**src/rtl/blk_svc_pkg.sv**
```systemverilog
package blk_svc_pkg;
  typedef enum logic [1:0] {
    ST_RESET = 2'd0,
    ST_RUN   = 2'd1,
    ST_CLEAR = 2'd2,
    ST_PAUSE = 2'd3
  } core_state_e;

  localparam int BLK_BYTES = 4;
  localparam int BLK_CW    = $clog2(BLK_BYTES + 1);

  localparam logic [3:0] A_CFG   = 4'd0;
  localparam logic [3:0] A_STATE = 4'd1;
  localparam logic [3:0] A_OP    = 4'd2;
  localparam logic [3:0] A_SWRST = 4'd3;
  localparam logic [3:0] A_OCNT  = 4'd4;
  localparam logic [3:0] A_ICNT  = 4'd5;
  localparam logic [3:0] A_OFIFO = 4'd6;
  localparam logic [3:0] A_IFIFO = 4'd7;
  localparam logic [3:0] A_ERR   = 4'd8;
  localparam logic [3:0] A_ERREN = 4'd9;

  localparam int B_OUT_SVC = 8;
  localparam int B_IN_SVC  = 9;
endpackage

```
**src/rtl/byte_fifo.sv**
```systemverilog
module byte_fifo #(
  parameter int DEPTH = 8,
  parameter int W     = 8
) (
  input  logic                       clk,
  input  logic                       rst_n,
  input  logic                       clr,
  input  logic                       push,
  input  logic [W-1:0]               din,
  input  logic                       pop,
  output logic [W-1:0]               dout,
  output logic [$clog2(DEPTH+1)-1:0] count,
  output logic                       full,
  output logic                       empty
);
  localparam int PW = $clog2(DEPTH);
  localparam int CW = $clog2(DEPTH + 1);

  logic [W-1:0]  mem [DEPTH];
  logic [PW-1:0] wp, rp;
  logic          do_push, do_pop;

  assign full    = (count == CW'(DEPTH));
  assign empty   = (count == '0);
  assign do_push = push && !full;
  assign do_pop  = pop && !empty;
  assign dout    = mem[rp];

  always_ff @(posedge clk) begin
    if (do_push) mem[wp] <= din;
  end

  always_ff @(posedge clk or negedge rst_n) begin
    if (!rst_n) begin
      wp <= '0; rp <= '0; count <= '0;
    end else if (clr) begin
      wp <= '0; rp <= '0; count <= '0;
    end else begin
      if (do_push) wp <= (wp == PW'(DEPTH - 1)) ? '0 : wp + 1'b1;
      if (do_pop)  rp <= (rp == PW'(DEPTH - 1)) ? '0 : rp + 1'b1;
      case ({do_push, do_pop})
        2'b10:   count <= count + 1'b1;
        2'b01:   count <= count - 1'b1;
        default: count <= count;
      endcase
    end
  end

  AST_FIFO_NO_OVERFLOW: assert property (@(posedge clk) disable iff (!rst_n)
    count <= CW'(DEPTH));
  AST_FIFO_FULL_HOLD: assert property (@(posedge clk) disable iff (!rst_n || clr)
    full && push && !pop |=> full);
endmodule

```
**src/rtl/core_state_ctl.sv**
```systemverilog
module core_state_ctl
  import blk_svc_pkg::*;
#(
  parameter int SETTLE = 2
) (
  input  logic        clk,
  input  logic        rst_n,
  input  logic        clr,
  input  logic        wr_en,
  input  logic [1:0]  wr_state,
  output core_state_e state,
  output logic        valid,
  output logic        enter_reset
);
  localparam int SW = $clog2(SETTLE + 1);

  logic [SW-1:0] settle_q;
  core_state_e   pend_q;

  assign valid       = (settle_q == '0);
  assign enter_reset = (settle_q == SW'(1)) &&
                       (pend_q == ST_RESET || pend_q == ST_CLEAR);

  always_ff @(posedge clk or negedge rst_n) begin
    if (!rst_n) begin
      state <= ST_RESET; pend_q <= ST_RESET; settle_q <= '0;
    end else if (clr) begin
      state <= ST_RESET; pend_q <= ST_RESET; settle_q <= '0;
    end else if (wr_en && valid) begin
      pend_q   <= core_state_e'(wr_state);
      settle_q <= SW'(SETTLE);
    end else if (settle_q != '0) begin
      settle_q <= settle_q - 1'b1;
      if (settle_q == SW'(1))
        state <= (pend_q == ST_CLEAR) ? ST_RESET : pend_q;
    end
  end

  AST_VALID_SETTLE: assert property (@(posedge clk) disable iff (!rst_n || clr)
    wr_en && valid |=> !valid ##1 !valid ##1 valid);
  AST_STATE_STEADY: assert property (@(posedge clk) disable iff (!rst_n || clr)
    valid && !wr_en |=> $stable(state));
  AST_NO_CLEAR_STATE: assert property (@(posedge clk) disable iff (!rst_n)
    state != ST_CLEAR);
endmodule

```
**src/rtl/svc_gate.sv**
```systemverilog
module svc_gate
  import blk_svc_pkg::*;
(
  input  logic              clk,
  input  logic              rst_n,
  input  logic              clr,
  input  logic              run,
  input  logic              eligible,
  input  logic [BLK_CW-1:0] grant_size,
  input  logic              consume,
  input  logic              ack,
  output logic              svc,
  output logic              blk_open
);
  logic [BLK_CW-1:0] grant_q;
  logic              raise;

  assign raise    = run && eligible && (grant_q == '0);
  assign blk_open = (grant_q != '0);

  always_ff @(posedge clk or negedge rst_n) begin
    if (!rst_n) begin
      svc <= 1'b0; grant_q <= '0;
    end else if (clr) begin
      svc <= 1'b0; grant_q <= '0;
    end else if (raise) begin
      svc     <= 1'b1;
      grant_q <= grant_size;
    end else begin
      if (ack) svc <= 1'b0;
      if (consume && grant_q != '0) grant_q <= grant_q - 1'b1;
    end
  end

  AST_GRANT_BOUND: assert property (@(posedge clk) disable iff (!rst_n)
    grant_q <= BLK_CW'(BLK_BYTES));
  AST_ACK_CLEARS: assert property (@(posedge clk) disable iff (!rst_n)
    ack && grant_q != '0 |=> !svc);
  AST_NO_RAISE_IDLE: assert property (@(posedge clk) disable iff (!rst_n)
    !run && !svc && !clr |=> !svc);
endmodule

```
**src/rtl/blk_svc_ctl.sv**
```systemverilog
module blk_svc_ctl
  import blk_svc_pkg::*;
#(
  parameter int FIFO_DEPTH = 8,
  parameter int CNT_W      = 16,
  parameter int ADDR_W     = 4,
  parameter int DATA_W     = 32
) (
  input  logic              clk,
  input  logic              rst_n,
  input  logic              reg_wr,
  input  logic              reg_rd,
  input  logic [ADDR_W-1:0] reg_addr,
  input  logic [DATA_W-1:0] reg_wdata,
  output logic [DATA_W-1:0] reg_rdata,
  output logic              tx_valid,
  input  logic              tx_ready,
  output logic [7:0]        tx_data,
  input  logic              rx_valid,
  output logic              rx_ready,
  input  logic [7:0]        rx_data,
  output logic [4:0]        word_len_m1,
  output logic              err_irq
);
  localparam int FW = $clog2(FIFO_DEPTH + 1);
  localparam int DIR_OUT = 0;
  localparam int DIR_IN  = 1;

  // configuration and counts
  logic             no_out_q, no_in_q;
  logic [4:0]       wlen_q;
  logic [CNT_W-1:0] ocnt_q, icnt_q;
  logic [CNT_W-1:0] o_pushed_q, o_sent_q, i_recv_q, i_popped_q;
  logic [5:2]       err_q, err_en_q;

  core_state_e state;
  logic        st_valid, enter_reset, run, flush, sw_clr;

  logic        of_push, of_full, of_empty, if_pop, if_full, if_empty;
  logic [FW-1:0] of_count, if_count;
  logic [7:0]  if_dout;
  logic        tx_fire, rx_fire, of_acc, if_acc;

  logic [1:0]              elig, consume, ack, svc, blk_open;
  logic [BLK_CW-1:0]       gsize [2];
  logic [CNT_W-1:0]        wr_left, rd_left;
  logic [5:2]              err_set, err_w1c;
  logic [DATA_W-1:0]       op_word, rd_mux;

  function automatic logic wr_at(input logic [3:0] a);
    return reg_wr && (reg_addr == ADDR_W'(a));
  endfunction

  assign sw_clr = wr_at(A_SWRST) && reg_wdata[0];
  assign run    = (state == ST_RUN);
  assign flush  = enter_reset || sw_clr;

  core_state_ctl #(.SETTLE(2)) u_state (
    .clk(clk), .rst_n(rst_n), .clr(sw_clr),
    .wr_en(wr_at(A_STATE)), .wr_state(reg_wdata[1:0]),
    .state(state), .valid(st_valid), .enter_reset(enter_reset)
  );

  // stream side
  assign tx_valid = run && !no_out_q && !of_empty && (o_sent_q < ocnt_q);
  assign rx_ready = run && !no_in_q && !if_full && (i_recv_q < icnt_q);
  assign tx_fire  = tx_valid && tx_ready;
  assign rx_fire  = rx_valid && rx_ready;

  // register side FIFO access
  assign of_push = wr_at(A_OFIFO);
  assign if_pop  = reg_rd && (reg_addr == ADDR_W'(A_IFIFO));
  assign of_acc  = of_push && !of_full;
  assign if_acc  = if_pop && !if_empty;

  byte_fifo #(.DEPTH(FIFO_DEPTH), .W(8)) u_ofifo (
    .clk(clk), .rst_n(rst_n), .clr(flush),
    .push(of_push), .din(reg_wdata[7:0]), .pop(tx_fire), .dout(tx_data),
    .count(of_count), .full(of_full), .empty(of_empty)
  );

  byte_fifo #(.DEPTH(FIFO_DEPTH), .W(8)) u_ififo (
    .clk(clk), .rst_n(rst_n), .clr(flush),
    .push(rx_fire), .din(rx_data), .pop(if_pop), .dout(if_dout),
    .count(if_count), .full(if_full), .empty(if_empty)
  );

  // service eligibility per direction
  assign wr_left = (ocnt_q > o_pushed_q) ? ocnt_q - o_pushed_q : '0;
  assign rd_left = icnt_q - i_popped_q;

  assign elig[DIR_OUT] = !no_out_q && (wr_left != '0) &&
                         ((FW'(FIFO_DEPTH) - of_count) >= FW'(BLK_BYTES));
  assign elig[DIR_IN]  = !no_in_q && (if_count != '0) &&
                         ((if_count >= FW'(BLK_BYTES)) || (CNT_W'(if_count) == rd_left));
  assign gsize[DIR_OUT] = (wr_left >= CNT_W'(BLK_BYTES)) ? BLK_CW'(BLK_BYTES)
                                                          : wr_left[BLK_CW-1:0];
  assign gsize[DIR_IN]  = (rd_left >= CNT_W'(BLK_BYTES)) ? BLK_CW'(BLK_BYTES)
                                                          : rd_left[BLK_CW-1:0];
  assign consume[DIR_OUT] = of_acc;
  assign consume[DIR_IN]  = if_acc;
  assign ack[DIR_OUT] = wr_at(A_OP) && reg_wdata[B_OUT_SVC];
  assign ack[DIR_IN]  = wr_at(A_OP) && reg_wdata[B_IN_SVC];

  for (genvar d = 0; d < 2; d++) begin : g_svc
    svc_gate u_gate (
      .clk(clk), .rst_n(rst_n), .clr(flush), .run(run),
      .eligible(elig[d]), .grant_size(gsize[d]), .consume(consume[d]),
      .ack(ack[d]), .svc(svc[d]), .blk_open(blk_open[d])
    );
  end

  // configuration, counts and progress counters
  always_ff @(posedge clk or negedge rst_n) begin
    if (!rst_n) begin
      no_out_q <= 1'b0; no_in_q <= 1'b0; wlen_q <= 5'd7;
      ocnt_q <= '0; icnt_q <= '0; err_en_q <= '0;
    end else if (sw_clr) begin
      no_out_q <= 1'b0; no_in_q <= 1'b0; wlen_q <= 5'd7;
      ocnt_q <= '0; icnt_q <= '0; err_en_q <= '0;
    end else begin
      if (wr_at(A_CFG)) begin
        no_out_q <= reg_wdata[6];
        no_in_q  <= reg_wdata[7];
        wlen_q   <= reg_wdata[4:0];
      end
      if (wr_at(A_OCNT) && state == ST_RESET) ocnt_q <= reg_wdata[CNT_W-1:0];
      if (wr_at(A_ICNT) && state == ST_RESET) icnt_q <= reg_wdata[CNT_W-1:0];
      if (wr_at(A_ERREN)) err_en_q <= reg_wdata[5:2];
    end
  end

  always_ff @(posedge clk or negedge rst_n) begin
    if (!rst_n) begin
      o_pushed_q <= '0; o_sent_q <= '0; i_recv_q <= '0; i_popped_q <= '0;
    end else if (flush) begin
      o_pushed_q <= '0; o_sent_q <= '0; i_recv_q <= '0; i_popped_q <= '0;
    end else begin
      if (of_acc && o_pushed_q != '1) o_pushed_q <= o_pushed_q + 1'b1;
      if (tx_fire) o_sent_q   <= o_sent_q + 1'b1;
      if (rx_fire) i_recv_q   <= i_recv_q + 1'b1;
      if (if_acc)  i_popped_q <= i_popped_q + 1'b1;
    end
  end

  // sticky errors, set wins over clear
  assign err_set[5] = of_push && of_full;
  assign err_set[4] = if_pop && if_empty;
  assign err_set[3] = run && !no_out_q && tx_ready && of_empty && (o_sent_q < ocnt_q);
  assign err_set[2] = run && !no_in_q && rx_valid && if_full && (i_recv_q < icnt_q);
  assign err_w1c    = wr_at(A_ERR) ? reg_wdata[5:2] : '0;

  always_ff @(posedge clk or negedge rst_n) begin
    if (!rst_n)      err_q <= '0;
    else if (sw_clr) err_q <= '0;
    else             err_q <= (err_q & ~err_w1c) | err_set;
  end

  assign err_irq     = |(err_q & err_en_q);
  assign word_len_m1 = wlen_q;

  // status word and read path
  always_comb begin
    op_word     = '0;
    op_word[4]  = !of_empty;
    op_word[5]  = !if_empty;
    op_word[6]  = of_full;
    op_word[7]  = if_full;
    op_word[8]  = svc[DIR_OUT];
    op_word[9]  = svc[DIR_IN];
    op_word[10] = (ocnt_q != '0) && (o_sent_q == ocnt_q);
    op_word[11] = (icnt_q != '0) && (i_recv_q == icnt_q);
    op_word[12] = blk_open[DIR_OUT];
    op_word[13] = blk_open[DIR_IN];
  end

  always_comb begin
    rd_mux = '0;
    case (reg_addr)
      ADDR_W'(A_CFG):   rd_mux = DATA_W'({no_in_q, no_out_q, 1'b0, wlen_q});
      ADDR_W'(A_STATE): rd_mux = DATA_W'({st_valid, state});
      ADDR_W'(A_OP):    rd_mux = op_word;
      ADDR_W'(A_OCNT):  rd_mux = DATA_W'(ocnt_q);
      ADDR_W'(A_ICNT):  rd_mux = DATA_W'(icnt_q);
      ADDR_W'(A_IFIFO): rd_mux = if_empty ? '0 : DATA_W'(if_dout);
      ADDR_W'(A_ERR):   rd_mux = DATA_W'({err_q, 2'b00});
      ADDR_W'(A_ERREN): rd_mux = DATA_W'({err_en_q, 2'b00});
      default:          rd_mux = '0;
    endcase
  end

  always_ff @(posedge clk or negedge rst_n) begin
    if (!rst_n)      reg_rdata <= '0;
    else if (reg_rd) reg_rdata <= rd_mux;
  end

  AST_SENT_BOUND: assert property (@(posedge clk) disable iff (!rst_n)
    o_sent_q <= ocnt_q);
  AST_RECV_BOUND: assert property (@(posedge clk) disable iff (!rst_n)
    i_recv_q <= icnt_q);
  AST_CNT_FROZEN: assert property (@(posedge clk) disable iff (!rst_n)
    state != ST_RESET && !sw_clr |=> $stable(ocnt_q) && $stable(icnt_q));
  AST_FLUSH_QUIET: assert property (@(posedge clk) disable iff (!rst_n)
    enter_reset |=> !tx_valid && !rx_ready && svc == 2'b00);
  AST_PAUSE_HALT: assert property (@(posedge clk) disable iff (!rst_n)
    state == ST_PAUSE |-> !tx_fire && !rx_fire);
endmodule

```
**config.mk**
```make
export PLATFORM = sky130hd
export DESIGN_NAME = blk_svc_ctl
export DESIGN_NICKNAME = d
export VERILOG_FILES = /design/src/rtl/blk_svc_pkg.sv /design/src/rtl/byte_fifo.sv /design/src/rtl/core_state_ctl.sv /design/src/rtl/svc_gate.sv /design/src/rtl/blk_svc_ctl.sv
export SDC_FILE = /design/constraint.sdc
export NUM_CORES = 1
export LEC_CHECK = 0
export BUFFER_PORTS_ARGS = -buffer_cell sky130_fd_sc_hd__buf_4
export CORE_MARGIN = 4
export CORE_UTILIZATION = 45
export DETAILED_ROUTE_END_ITERATION = 7
export SLEW_MARGIN = 10
export SYNTH_ARGS = -nofsm -noshare
export SYNTH_HDL_FRONTEND = slang
export SYNTH_SLANG_ARGS = --single-unit
```
**constraint.sdc**
```tcl
create_clock -name clk -period 4.16 [get_ports clk]
set_clock_uncertainty 0.15 [all_clocks]
set_input_delay 0.208 -clock clk [delete_from_list [all_inputs] [get_ports clk]]
set_output_delay 0.208 -clock clk [all_outputs]
set_load 0.02 [all_outputs]
```
==> metrics.cfg <==
[synthesis]
ys_ff_latch=289
post-synth-top-count-cell=nor2_1
synth_area_leader_cell=dfrtp_1
async_reset_ff_share_pct=55.7
syn-cell-area_sq_um=15900
yosysUniqueCellTypes=81
yosys-top-cells-count=160 x nor2_1, 158 x dfrtp_1, 128 x edfxtp_1
seq_area_frac_synth_pct=49.4
yosysTopAreaCellShare_pct=24.8
ys.flop_type=dfrtp_1
synth_edf_count=128
yosys_warnings=0
yosys-top-cells-area=dfrtp_1 25%, edfxtp_1 24%, ha_1 6.7%
syn_avg_cell_area_sq_um=10.9
synth_cells=1468

[grt]
grt_use_total_pct=21.4
grt_pass1_wl_um=65700
grt_max_degree=82
grt_antenna_before_repair=0
grt_pass1_vias=11600
overflow=0

[setup_path]
reg2reg_depth=16
cp.arrival_ns=3.96
path_cells=inv_1, ha_1, a21o_1, a21o_1, a21o_1, a21o_1, a2111oi_4, nand4bb_1, nor2_1, ha_1, a21o_1, a21oi_1, nor2_1, mux2i_1, xor2_1, nor2_1
max_stage_delay_ns=0.48
endpoint_kind=flip-flop
cp_slowest_cell=dfrtp_1
crit_cells=16
cp_top_family=compound AO/OA/AOI/OAI gates
startpoint_type=flip-flop
worst_path_most_repeated_cell=a21o_1
crit_path_max_fanout=5
cp.required_ns=4.41
crit_buf_inv=1
criticalPathCategory=reg2reg

[power_and_ir_drop]
clkPwrFrac_pct=30.0
powerDensity_nw_per_um2=504
peakVddDrop_mv=0.330
swShare_pct=35.1
p_comb_share_pct=31.3
power_frac_seq_pct=38.7
p_leak_nw=7.80
p_int_mw=6.05
p_switching_mw=3.26

[run]
max-cap-violations=0

[timing]
drv_slew=0
worst_pin_slew_ns=1.02
setup_viol=0
finalSetupTns_ns=0
fin_crit_ns=3.70
finalCritPeriodShare_pct=89.0
rsz0062_at_grt=false
finalHoldViolations=0
max_slew_margin_pct=31.6
timing.fmax_mhz=270

[clock_tree]
cts.path.max_buffers=3
post_cts_buffers=0
htreeDepth=2
path_clk_slew_ns=0.06
cts_tree=built
numClockSinks=289
cts-root-buf=clkbuf_16
clock_latency_ns=0.53
cts-buffers-inserted=34

[detailed_routing]
drt-vias-per-instance=5.67
firstDrtPassIters=5
drtAntennaViolNets=0
drt-total-wl_um=40900
wl_per_cell_um=19.8
drt_iter0_markers=782
vias=11700
drc=0

[floorplanning]
dieArea_sq_um=38500
die-height_um=196
rows=68
design.core.area_sq_um=34700
die_width_um=196
io_pins=98
start_util_pct=45.9

[placement]
io_buffers=65
gp_congestion=0.911
dpl.hpwl_um=28600
dp.cells=1975

[cells_and_area]
instances_no_fill=2066
syn2layout_area_growth_pct=15.8
fin_nets=1728
drive_gt1_share_pct=14.4
antenna_cells=0
fill_cells=3088

[run_status]
status=complete, no violations

[min_path]
hold_path_depth=5
hp-class=in2reg

-- power groups by stage --
stage	Sequential, mW	Combinational, mW	Clock, mW
finish	3.60	2.92	2.79
global route	3.63	3.24	3.00
CTS	3.60	2.90	2.86
detailed placement	3.65	2.86	0
global placement	3.65	2.81	0
floorplan	3.49	2.10	0
-- final timing paths --
check / startpoint / end / slack [ns]
max: ocnt_q[9]$_DFFE_PN0P_ / u_ofifo.count[3]$_DFFE_PN0P_ / 0.46
min reg2reg: word_len_m1[2]$_DFFE_PN1P_ / word_len_m1[2]$_DFFE_PN1P_ / 0.36
max in group asynchronous: rst_n / u_ififo.wp[1]$_DFFE_PN0P_ / 2.77
min: reg_addr[2] / word_len_m1[1]$_DFFE_PN1P_ / 0.14
max reg2reg: ocnt_q[9]$_DFFE_PN0P_ / u_ofifo.count[3]$_DFFE_PN0P_ / 0.46
min in group asynchronous: rst_n / u_state.settle_q[0]$_DFFE_PN0P_ / 0.18
-- area by class of cell --
type	instances	area, sq um	share of cell area (%)
inverters	102	383	2.07
clock inverters	13	93.8	0.508
clock buffers	45	952	5.16
multi-input cells	1019	7430	40.2
repair buffers	143	1160	6.28
flip-flops and latches	289	7880	42.7
well taps	455	569	3.08
-- tightest hold or removal path: stages --
cell     delay [ns]
buf_4          0.20
nor4_2         0.05
buf_4          0.18
nand3_1        0.09
nand3_1        0.07
-- sequential cells by signal, summed over array words and instances (netlist names), 2 cells and up --
register	cells
u_ififo.rp	3
u_ififo.wp	3
o_sent_q	16
icnt_q	16
g_svc.u_gate.svc	2
o_pushed_q	16
u_state.settle_q	2
u_ofifo.wp	3
u_state.state	2
u_state.pend_q	2
u_ififo.count	4
word_len_m1	5
err_q	4
ocnt_q	16
reg_rdata	16
u_ififo.mem	64
g_svc.u_gate.grant_q	6
i_recv_q	16
err_en_q	4
u_ofifo.count	4
u_ofifo.rp	3
i_popped_q	16
u_ofifo.mem	64
-- cells in the final DEF (no fill, tap or decap), types with 9 or more instances in the layout --
cell type,n
ha_1,85
a21o_1,17
a21oi_1,71
nand2_1,100
or3_1,9
and3_1,21
nor3b_1,14
clkbuf_16,34
dlygate4sd3_1,33
mux2_2,15
o21a_1,14
nand2b_1,9
a31oi_1,14
edfxtp_1,128
buf_4,109
nor3_1,38
nand4_1,36
mux2i_1,55
nor2_1,159
mux4_2,32
xnor2_1,52
nor2b_1,13
conb_1,16
inv_1,102
nand3_1,30
o21ai_1,15
xor2_1,26
o21ai_0,28
o22ai_1,19
dfrtp_1,158
nor4_1,16
-- layer usage --
metal	vias up	track usage [%]	wire length, um
li1	5562	-	-
met1	5839	29.4	18500
met2	265	35.7	19700
met3	56	2.97	1640
met4	0	5.95	1030
met5	-	0	0
-- cell families after synthesis --
family,synth area share [%]
xor gates and xnor gates,4.28
adders and majority gates,7.17
AOI/OAI and AO/OA,10.1
other,0.0235
and+or+nand+nor,15.3
muxes,9.13
DFF,49.4
buffers and inverters,4.62
-- per-stage QoR --
step	hold slack (ns)	setup WS (ns)	total power [mW]	instance area [sq um]	utilization, %
floorplan	-0.238	0.537	5.59	16000	-
global placement	0.186	0.480	6.46	17100	49.2
detailed placement	0.188	0.480	6.51	17100	49.2
CTS	0.117	0.478	9.36	18500	53.2
global route	0.157	0.241	9.87	18500	53.2
finish	0.135	0.457	9.31	18500	53.2
-- what timing repair did --
| action | CTS | global route |
|---|---|---|
| gates resized for setup | 0 | 0 |
| hold buffers | 33 | 0 |
| endpoints found under the hold margin | 267 | 0 |
No activity file was read; power rests on OpenSTA's default activity.
